File: config.mk
export PLATFORM = sky130hd
export DESIGN_NAME = pair_verifier
export DESIGN_NICKNAME = d
export VERILOG_FILES = /design/src/rtl/pv_pkg.sv /design/src/rtl/pv_lfsr.sv /design/src/rtl/pv_store.sv /design/src/rtl/pv_ledger.sv /design/src/rtl/pair_verifier.sv
export SDC_FILE = /design/constraint.sdc
export NUM_CORES = 2
export LEC_CHECK = 0
export BUFFER_PORTS_ARGS = -buffer_cell sky130_fd_sc_hd__clkbuf_2
export CORE_MARGIN = 5
export CORE_UTILIZATION = 37
export CTS_BUF_LIST = sky130_fd_sc_hd__clkbuf_4
export DETAILED_ROUTE_END_ITERATION = 8
export GPL_ROUTABILITY_DRIVEN = 1
export SKIP_CTS_REPAIR_TIMING = 1
export SLEW_MARGIN = 20
export SYNTH_ARGS = -nofsm -noshare
export SYNTH_HDL_FRONTEND = slang
export SYNTH_SLANG_ARGS = --single-unit
export TNS_END_PERCENT = 5
File: constraint.sdc
create_clock -name clk -period 7 [get_ports clk]
set_input_delay 1.4 -clock clk [delete_from_list [all_inputs] [get_ports clk]]
set_output_delay 1.4 -clock clk [all_outputs]
set_load 0.05 [all_outputs]
File: src/rtl/pv_pkg.sv
package pv_pkg;
  typedef enum logic [1:0] {
    ST_IDLE = 2'd0,
    ST_SCAN = 2'd1,
    ST_WAIT = 2'd2
  } pv_state_t;
endpackage

File: src/rtl/pv_lfsr.sv
module pv_lfsr #(
  parameter int          W    = 16,
  parameter logic [W-1:0] TAPS = 16'hB400,
  parameter logic [W-1:0] SEED = 16'h1D2B
) (
  input  logic         clk,
  input  logic         rst,
  output logic [W-1:0] value
);
  logic [W-1:0] sr_q;

  always_ff @(posedge clk) begin
    if (rst) sr_q <= SEED;
    else     sr_q <= {1'b0, sr_q[W-1:1]} ^ (sr_q[0] ? TAPS : '0);
  end

  assign value = sr_q;
endmodule

File: src/rtl/pv_store.sv
module pv_store #(
  parameter int IDX_W  = 6,
  parameter int CHAL_W = 32,
  parameter int RESP_W = 32,
  localparam int DEPTH = 1 << IDX_W
) (
  input  logic              clk,
  input  logic              wr_en,
  input  logic [IDX_W-1:0]  wr_idx,
  input  logic [CHAL_W-1:0] wr_chal,
  input  logic [RESP_W-1:0] wr_resp,
  input  logic [IDX_W-1:0]  rd_idx,
  output logic [CHAL_W-1:0] rd_chal,
  output logic [RESP_W-1:0] rd_resp
);
  logic [CHAL_W-1:0] chal_mem [DEPTH];
  logic [RESP_W-1:0] resp_mem [DEPTH];

  always_ff @(posedge clk) begin
    if (wr_en) begin
      chal_mem[wr_idx] <= wr_chal;
      resp_mem[wr_idx] <= wr_resp;
    end
    rd_chal <= chal_mem[rd_idx];
    rd_resp <= resp_mem[rd_idx];
  end
endmodule

File: src/rtl/pv_ledger.sv
module pv_ledger #(
  parameter int IDX_W = 6,
  localparam int DEPTH = 1 << IDX_W
) (
  input  logic             clk,
  input  logic             rst,
  input  logic             load_en,
  input  logic [IDX_W-1:0] load_idx,
  input  logic             retire_en,
  input  logic [IDX_W-1:0] retire_idx,
  output logic [DEPTH-1:0] live,
  output logic [DEPTH-1:0] spent
);
  logic [DEPTH-1:0] loaded_q;
  logic [DEPTH-1:0] spent_q;

  for (genvar i = 0; i < DEPTH; i++) begin : g_slot
    always_ff @(posedge clk) begin
      if (rst) begin
        loaded_q[i] <= 1'b0;
        spent_q[i]  <= 1'b0;
      end else begin
        if (load_en && load_idx == IDX_W'(i))     loaded_q[i] <= 1'b1;
        if (retire_en && retire_idx == IDX_W'(i)) spent_q[i]  <= 1'b1;
      end
    end
  end

  assign live  = loaded_q & ~spent_q;
  assign spent = spent_q;
endmodule

File: src/rtl/pair_verifier.sv
module pair_verifier #(
  parameter int IDX_W   = 6,
  parameter int CHAL_W  = 32,
  parameter int RESP_W  = 32,
  parameter int TIMEOUT = 256,
  parameter int LFSR_W  = 16,
  localparam int DEPTH  = 1 << IDX_W,
  localparam int TMR_W  = (TIMEOUT > 1) ? $clog2(TIMEOUT) : 1
) (
  input  logic              clk,
  input  logic              rst,
  input  logic              enr_we,
  input  logic [IDX_W-1:0]  enr_idx,
  input  logic [CHAL_W-1:0] enr_chal,
  input  logic [RESP_W-1:0] enr_resp,
  input  logic              start,
  output logic              busy,
  output logic              chal_valid,
  output logic [CHAL_W-1:0] chal_out,
  input  logic              resp_valid,
  input  logic [RESP_W-1:0] resp_data,
  output logic              res_valid,
  output logic              res_pass,
  output logic              res_exh
);
  import pv_pkg::*;

  pv_state_t         state_q;
  logic [IDX_W-1:0]  ptr_q;
  logic [TMR_W-1:0]  timer_q;
  logic [LFSR_W-1:0] rnd;
  logic [DEPTH-1:0]  live_vec;
  logic [DEPTH-1:0]  spent_vec;
  logic [RESP_W-1:0] stored_resp;
  logic              enr_ok;
  logic              expire;
  logic              finish_x;

  assign enr_ok   = enr_we && (state_q == ST_IDLE) && !spent_vec[enr_idx];
  assign expire   = (timer_q == TMR_W'(TIMEOUT - 1));
  assign finish_x = (state_q == ST_WAIT) && (resp_valid || expire);
  assign busy     = (state_q != ST_IDLE);

  pv_lfsr #(.W(LFSR_W)) u_rng (
    .clk   (clk),
    .rst   (rst),
    .value (rnd)
  );

  pv_store #(.IDX_W(IDX_W), .CHAL_W(CHAL_W), .RESP_W(RESP_W)) u_store (
    .clk     (clk),
    .wr_en   (enr_ok),
    .wr_idx  (enr_idx),
    .wr_chal (enr_chal),
    .wr_resp (enr_resp),
    .rd_idx  (ptr_q),
    .rd_chal (chal_out),
    .rd_resp (stored_resp)
  );

  pv_ledger #(.IDX_W(IDX_W)) u_ledger (
    .clk        (clk),
    .rst        (rst),
    .load_en    (enr_ok),
    .load_idx   (enr_idx),
    .retire_en  (finish_x),
    .retire_idx (ptr_q),
    .live       (live_vec),
    .spent      (spent_vec)
  );

  always_ff @(posedge clk) begin
    if (rst) begin
      state_q    <= ST_IDLE;
      ptr_q      <= '0;
      timer_q    <= '0;
      chal_valid <= 1'b0;
      res_valid  <= 1'b0;
      res_pass   <= 1'b0;
      res_exh    <= 1'b0;
    end else begin
      res_valid <= 1'b0;
      unique case (state_q)
        ST_IDLE: begin
          if (start) begin
            if (live_vec == '0) begin
              res_valid <= 1'b1;
              res_exh   <= 1'b1;
              res_pass  <= 1'b0;
            end else begin
              ptr_q   <= rnd[IDX_W-1:0];
              state_q <= ST_SCAN;
            end
          end
        end
        ST_SCAN: begin
          if (live_vec[ptr_q]) begin
            state_q    <= ST_WAIT;
            chal_valid <= 1'b1;
            timer_q    <= '0;
          end else begin
            ptr_q <= ptr_q + IDX_W'(1);
          end
        end
        ST_WAIT: begin
          if (finish_x) begin
            chal_valid <= 1'b0;
            res_valid  <= 1'b1;
            res_exh    <= 1'b0;
            res_pass   <= resp_valid && (resp_data == stored_resp);
            state_q    <= ST_IDLE;
          end else begin
            timer_q <= timer_q + TMR_W'(1);
          end
        end
        default: state_q <= ST_IDLE;
      endcase
    end
  end
endmodule

======== Word-level counts from Yosys, hierarchy flattened ========
Memory sizes are Yosys's and may differ from the RTL's. A register that Yosys moved wholly into a read port is not among the register bits.
Cells that the tools add are included.
operators by class
  divide/modulo/power cells ............... 0
  add/subtract/negate cells ............... 2
  multiply operators ...................... 0
  bitwise gates (word level) .............. 3
  shift operators ......................... 0
  multiplexer cells ....................... 33
  order comparisons ....................... 2
  equal/unequal tests ..................... 137
  reductions and logical operators ........ 147
operator list
  operator                                            count
  == test 6 bit, second input constant                64
  == test 6 x 5 -> 1 bit, second input constant       32
  logical AND 1 bit                                   132
  == test 6 x 4 -> 1 bit, second input constant       16
  AND 64 bit                                          1
  zero test 64 bit                                    1
  NOT 64 bit                                          1
  == test 6 x 3 -> 1 bit, second input constant       8
  == test 32 bit                                      1
  == test 6 x 2 -> 1 bit, second input constant       4
  2-to-1 mux 6 bit                                    3
  2-to-1 mux 16 bit                                   1
  2-to-1 mux 8 bit                                    2
  case mux 8 bit (2 select lines)                     1
  bitwise XOR 15 x 16 -> 16 bit                       1
  < comparator 6 x 7 -> 1 bit, second input constant  2
  2-to-1 mux 1 bit                                    14
  binary-select mux 1 bit (select 6 bit)              2
  == test 6 x 1 -> 1 bit, second input constant       2
  zero test 6 bit                                     2
  case mux 6 bit (2 select lines)                     1
  AND reduction 4 bit                                 3
  != test 2 bit, second input constant                5
  adder 8 x 1 -> 8 bit, second input constant         1
  13 further kinds                                    24
word-level totals
  register bits ........................... 164
  latch bits .............................. 0
  bits in writable memories ............... 4096
  logic and storage cells ................. 462
  bits in read-only memories .............. 0
  bits of input ports ..................... 107
  memories kept ........................... 2
memories
  memory            depth  bits a word  rd ports  clocked after memory_dff  wr ports  line            RTL
  u_store.chal_mem  64     32           1         1                         1         pv_store.sv:16  logic [CHAL_W-1:0] chal_mem [DEPTH];
  u_store.resp_mem  64     32           1         1                         1         pv_store.sv:17  logic [RESP_W-1:0] resp_mem [DEPTH];

======== Logic depth before layout (Yosys ltp) ========
  depth after elaboration ................. 6
  gate-level depth with buffers ........... 12

======== Modules after synthesis ========
A second synthesis with hierarchy kept.
unflattened totals
  cell total of the unflattened synthesis .. 7384
  area total of the unflattened synthesis .. 163890.9 um^2
modules (own cells, without submodules)
  module         area an instance (um^2)  times used  cells an instance
  pv_store       155759.4                 1           6511
  pv_ledger      4790.8                   1           525
  pair_verifier  2877.8                   1           312
  pv_lfsr        462.9                    1           36

======== Least setup slack after synthesis ========
No wires, ideal clock.
  path type ............................... input -> register
  start point ............................. input port enr_idx[0]
  end point ............................... memory u_store.chal_mem[23][0] (enable)
  required time ........................... 6512 ps
  arrival time ............................ 5962 ps
  setup slack ............................. 549 ps
  path buffers ............................ 3
  library setup time ...................... 488 ps
  stages on the path ...................... 7
  cells stage by stage .................... buf_6 -> buf_12 -> mux4_2 -> mux4_2 -> or4b_1 -> buf_6 -> nor2_1
on the way
  word-level cells in the longest chain between the ends .. 6
ends and longest elaborated chain
  element                                 line                 RTL
  from (decl)                             pair_verifier.sv:13  input logic [IDX_W-1:0] enr_idx,
  binary-select mux 1 bit (select 6 bit)  pair_verifier.sv:39  assign enr_ok = enr_we && (state_q == ST_IDLE) && !spent_vec[enr_idx];
  2-to-1 mux 1 bit (implied by the code)  pair_verifier.sv:39
  zero test 1 bit                         pair_verifier.sv:39
  logical AND 1 bit                       pair_verifier.sv:39
  2-to-1 mux 1 bit                        pv_store.sv:20       if (wr_en) begin
  2-to-1 mux 1 bit (implied by the code)  pv_store.sv:21       chal_mem[wr_idx] <= wr_chal;
  to (decl)                               pv_store.sv:16
Several ways; a longest one is shown, not always the timed one. The select of a mux whose other input is x is not followed.

======== Final worst setup path ========
  start point ............................. register state_q[0]
  end point ............................... output port busy
on the way
  word-level cells in the longest chain between the ends .. 1
ends and longest elaborated chain
  element                 line                 RTL
  from (decl)             pair_verifier.sv:28  pv_state_t state_q;
  from (signal assigned)  pair_verifier.sv:74  state_q <= ST_IDLE;
  from (signal assigned)  pair_verifier.sv:92  state_q <= ST_SCAN;
  from (signal assigned)  pair_verifier.sv:98  state_q <= ST_WAIT;
  nonzero test 2 bit      pair_verifier.sv:42  assign busy = (state_q != ST_IDLE);
  to (decl)               pair_verifier.sv:17  output logic busy,
Every way passes these cells.

==> results.cfg <==
[status]
outcome = completed

[drt]
wirelength_um = 457000
firstDrtPassIters = 6
avgViaCountPerCell = 5.50
drtAntennaViolNets = 0
drt-initial-drc-count = 9347
vias = 80900
drc = 0
wl_per_cell_um = 31.0

[placement]
io_buffers = 143
place_area_um2 = 174000
dpl.hpwl_um = 266000
place_congestion = 0.865

[sta]
worst_pin_slew_ns = 1.18
slew_headroom_pct = 21.4
hold_ws_ns = 0.130
fin_tns_setup_ns = 0
finalSetupViolations = 0
slew_violations = 0
finalHoldViolCount = 0
finalCritPeriodShare_pct = 61.4
min_period_ns = 4.30
skew_ns = 0.205
fmax_ghz = 0.233
rsz0062_at_grt = no

[global_routing]
grt_max_degree = 105
globalRouteOverflowTotal = 0
antenna_found_initial = 50
grt_pass1_vias = 83400
busiest_layer = met2
grt_pass1_wl_um = 639000
grt_usage_pct = 20.0
grt.met1_usage_pct = 26.1
grt_util_met3_pct = 4.18
use_met2_pct = 32.5

[worst_setup_path]
worstRegToRegCells = 5
arrival_ns = 2.90
rrSetupSlack_ns = 2.87
r2r-start = ptr_q[0]
cp-startpoint = state_q[0]
cp.required_ns = 5.60
worstPathMaxFanout = 7
start_kind = flop
worst_setup_path_end_kind = output pin
r2r_end = u_store.rd_chal[4]
path_class = flop to output pin

[floorplanning]
placement_rows = 244
die_height_um = 676
core_area_um2 = 441000
ioPinCount = 144
fp.dieW_um = 676
start_util_pct = 37.1
fp.dieArea_um2 = 456000

[cts]
path_clk_slew_ns = 0.06
cts.sinks = 4324
cts_tree = built
clock-root-buffer = clkbuf_4
clock_path_buffers = 5
cts_htree_levels = 7
cts_made_buffers = 1181
clk_latency_ns = 1.67

[yosys]
ys_warn_count = 0
synth_top_area_share_pct = 75.0
ys_ff_latch = 4324
syn_nets = 6874
syn_area_um2 = 164000
yosysTopAreaCell = edfxtp_1
yosysSeqAreaShare_pct = 77.8
synth_ff_type = edfxtp_1
synth.distinct_cells = 61
synth_common_cells = 4,096 x edfxtp_1, 1,366 x mux4_2, 252 x clkbuf_1, 241 x nor2_1, 228 x dfxtp_1
avgSynthCellArea_um2 = 24.3
yosysMostFrequentCell = edfxtp_1
synthCells = 6758
yosys-top-cells-area = edfxtp_1 75%, mux4_2 19%, dfxtp_1 2.8%
async_flop_share_pct = 0
synth-edff-count = 4096

[min_path]
min-delay-start = rst
min_path_cells = 2
hold_end = u_rng.value[15]
hold_class = input pin to flop

[flow_run]
max_cap_violations = 0

[layout]
drive_gt1_share_pct = 41.4
fin_area_um2 = 188000
ff_latch_area_um2 = 128000
multi_input_area_um2 = 35200
area_growth_pct = 14.7
nFillCells = 38100
nets = 8081

[pwr]
ir_worst_vdd_v = 0.000264
p_leak_uw = 0.0581
powerDensity_nw_per_um2 = 353
[report_power, final]
part / internal (uW) / total (uW) / switching (uW)
clock network: 11600 / 21600 / 10000
registers: 28700 / 29200 / 515
logic: 6810 / 15600 / 8810
[area by class of cell]
| cell class | count | area share [%] |
|---|---|---|
| clock inverters | 240 | 0.716 |
| well taps | 5904 | 3.93 |
| repair buffers | 378 | 1.88 |
| multi-input cells | 2063 | 18.7 |
| diodes | 104 | 0.138 |
| clock buffers | 1690 | 6.75 |
| flip-flops and latches | 4324 | 67.8 |
| inverters | 17 | 0.0379 |
[logic make-up (layout without fill, tap and decap cells)]
family | count (synthesis) | in the layout | share of synthesized area (%)
other | 0 | 104 | 0
adders and majority gates | 9 | 9 | 0.0687
buffers and inverters | 371 | 2325 | 0.933
xor gates and xnor gates | 35 | 35 | 0.187
and+or+nand+nor | 513 | 513 | 1.62
AOI/OAI and AO/OA | 124 | 124 | 0.453
muxes | 1382 | 1382 | 18.9
DFF | 4324 | 4324 | 77.8
[sequential cells by signal, indices dropped and copies added, names as in the netlist, 2 cells and up]
signal	count
state_q	2
u_ledger.loaded_q	64
u_store.rd_chal	32
u_store.resp_mem	2048
ptr_q	6
u_store.rd_resp	32
u_store.chal_mem	2048
timer_q	8
u_rng.value	16
u_ledger.spent	64
[worst max-delay path by stage]
stage / to / slack [ns] / cells after the start
finish: busy / 2.70 / 4
global route: busy / 2.47 / 4
CTS: busy / 2.40 / 4
detailed placement: u_store.chal_mem[5][10] / 1.48 / 7
global placement: u_store.chal_mem[5][10] / 1.56 / 7
floorplan: u_store.chal_mem[23][0] / 0.55 / 7
[metal layers]
layer | part of all wire, % | wire, um | vias to the layer above
met2 | 50 | 230000 | 4118
li1 | - | - | 32300
met5 | 0.029 | 133 | -
met3 | 7.3 | 33200 | 810
met4 | 3.2 | 14400 | 24
met1 | 39 | 178000 | 43700
[metrics by stage]
step                std cells  setup slack [ns]  total power (uW)  utilization, %
floorplan                6758             0.549             39300               -
global placement        12700              1.56             45600            39.4
detailed placement      12700              1.48             45700            39.4
CTS                     14600              2.40             67400            42.5
global route            14700              2.47             69100            42.6
finish                  14700              2.70             66400            42.6
[cell usage in the layout, fill, tap and decap left out, types with 24 or more instances in the layout]
cell	netlist	layout
nor2_1	241	205
edfxtp_1	4096	4096
dfxtp_1	228	223
buf_12	2	82
clkbuf_4	2	1690
clkinv_1	0	168
nand2b_1	26	26
xor2_1	31	31
clkbuf_2	0	110
nand2_1	29	29
inv_2	1	29
clkinv_2	0	24
nor2b_1	52	51
diode_2	0	104
buf_4	4	166
mux4_2	1366	1366
nor2_4	15	64
a21oi_1	62	62
[worst max-delay path, cell delays in order, from the launching register on]
cell and delay, ns:
dfxtp_1 0.32, inv_1 0.11, ha_1 0.52, inv_1 0.08, clkbuf_2 0.25
Power figures use the tool's default switching activity.
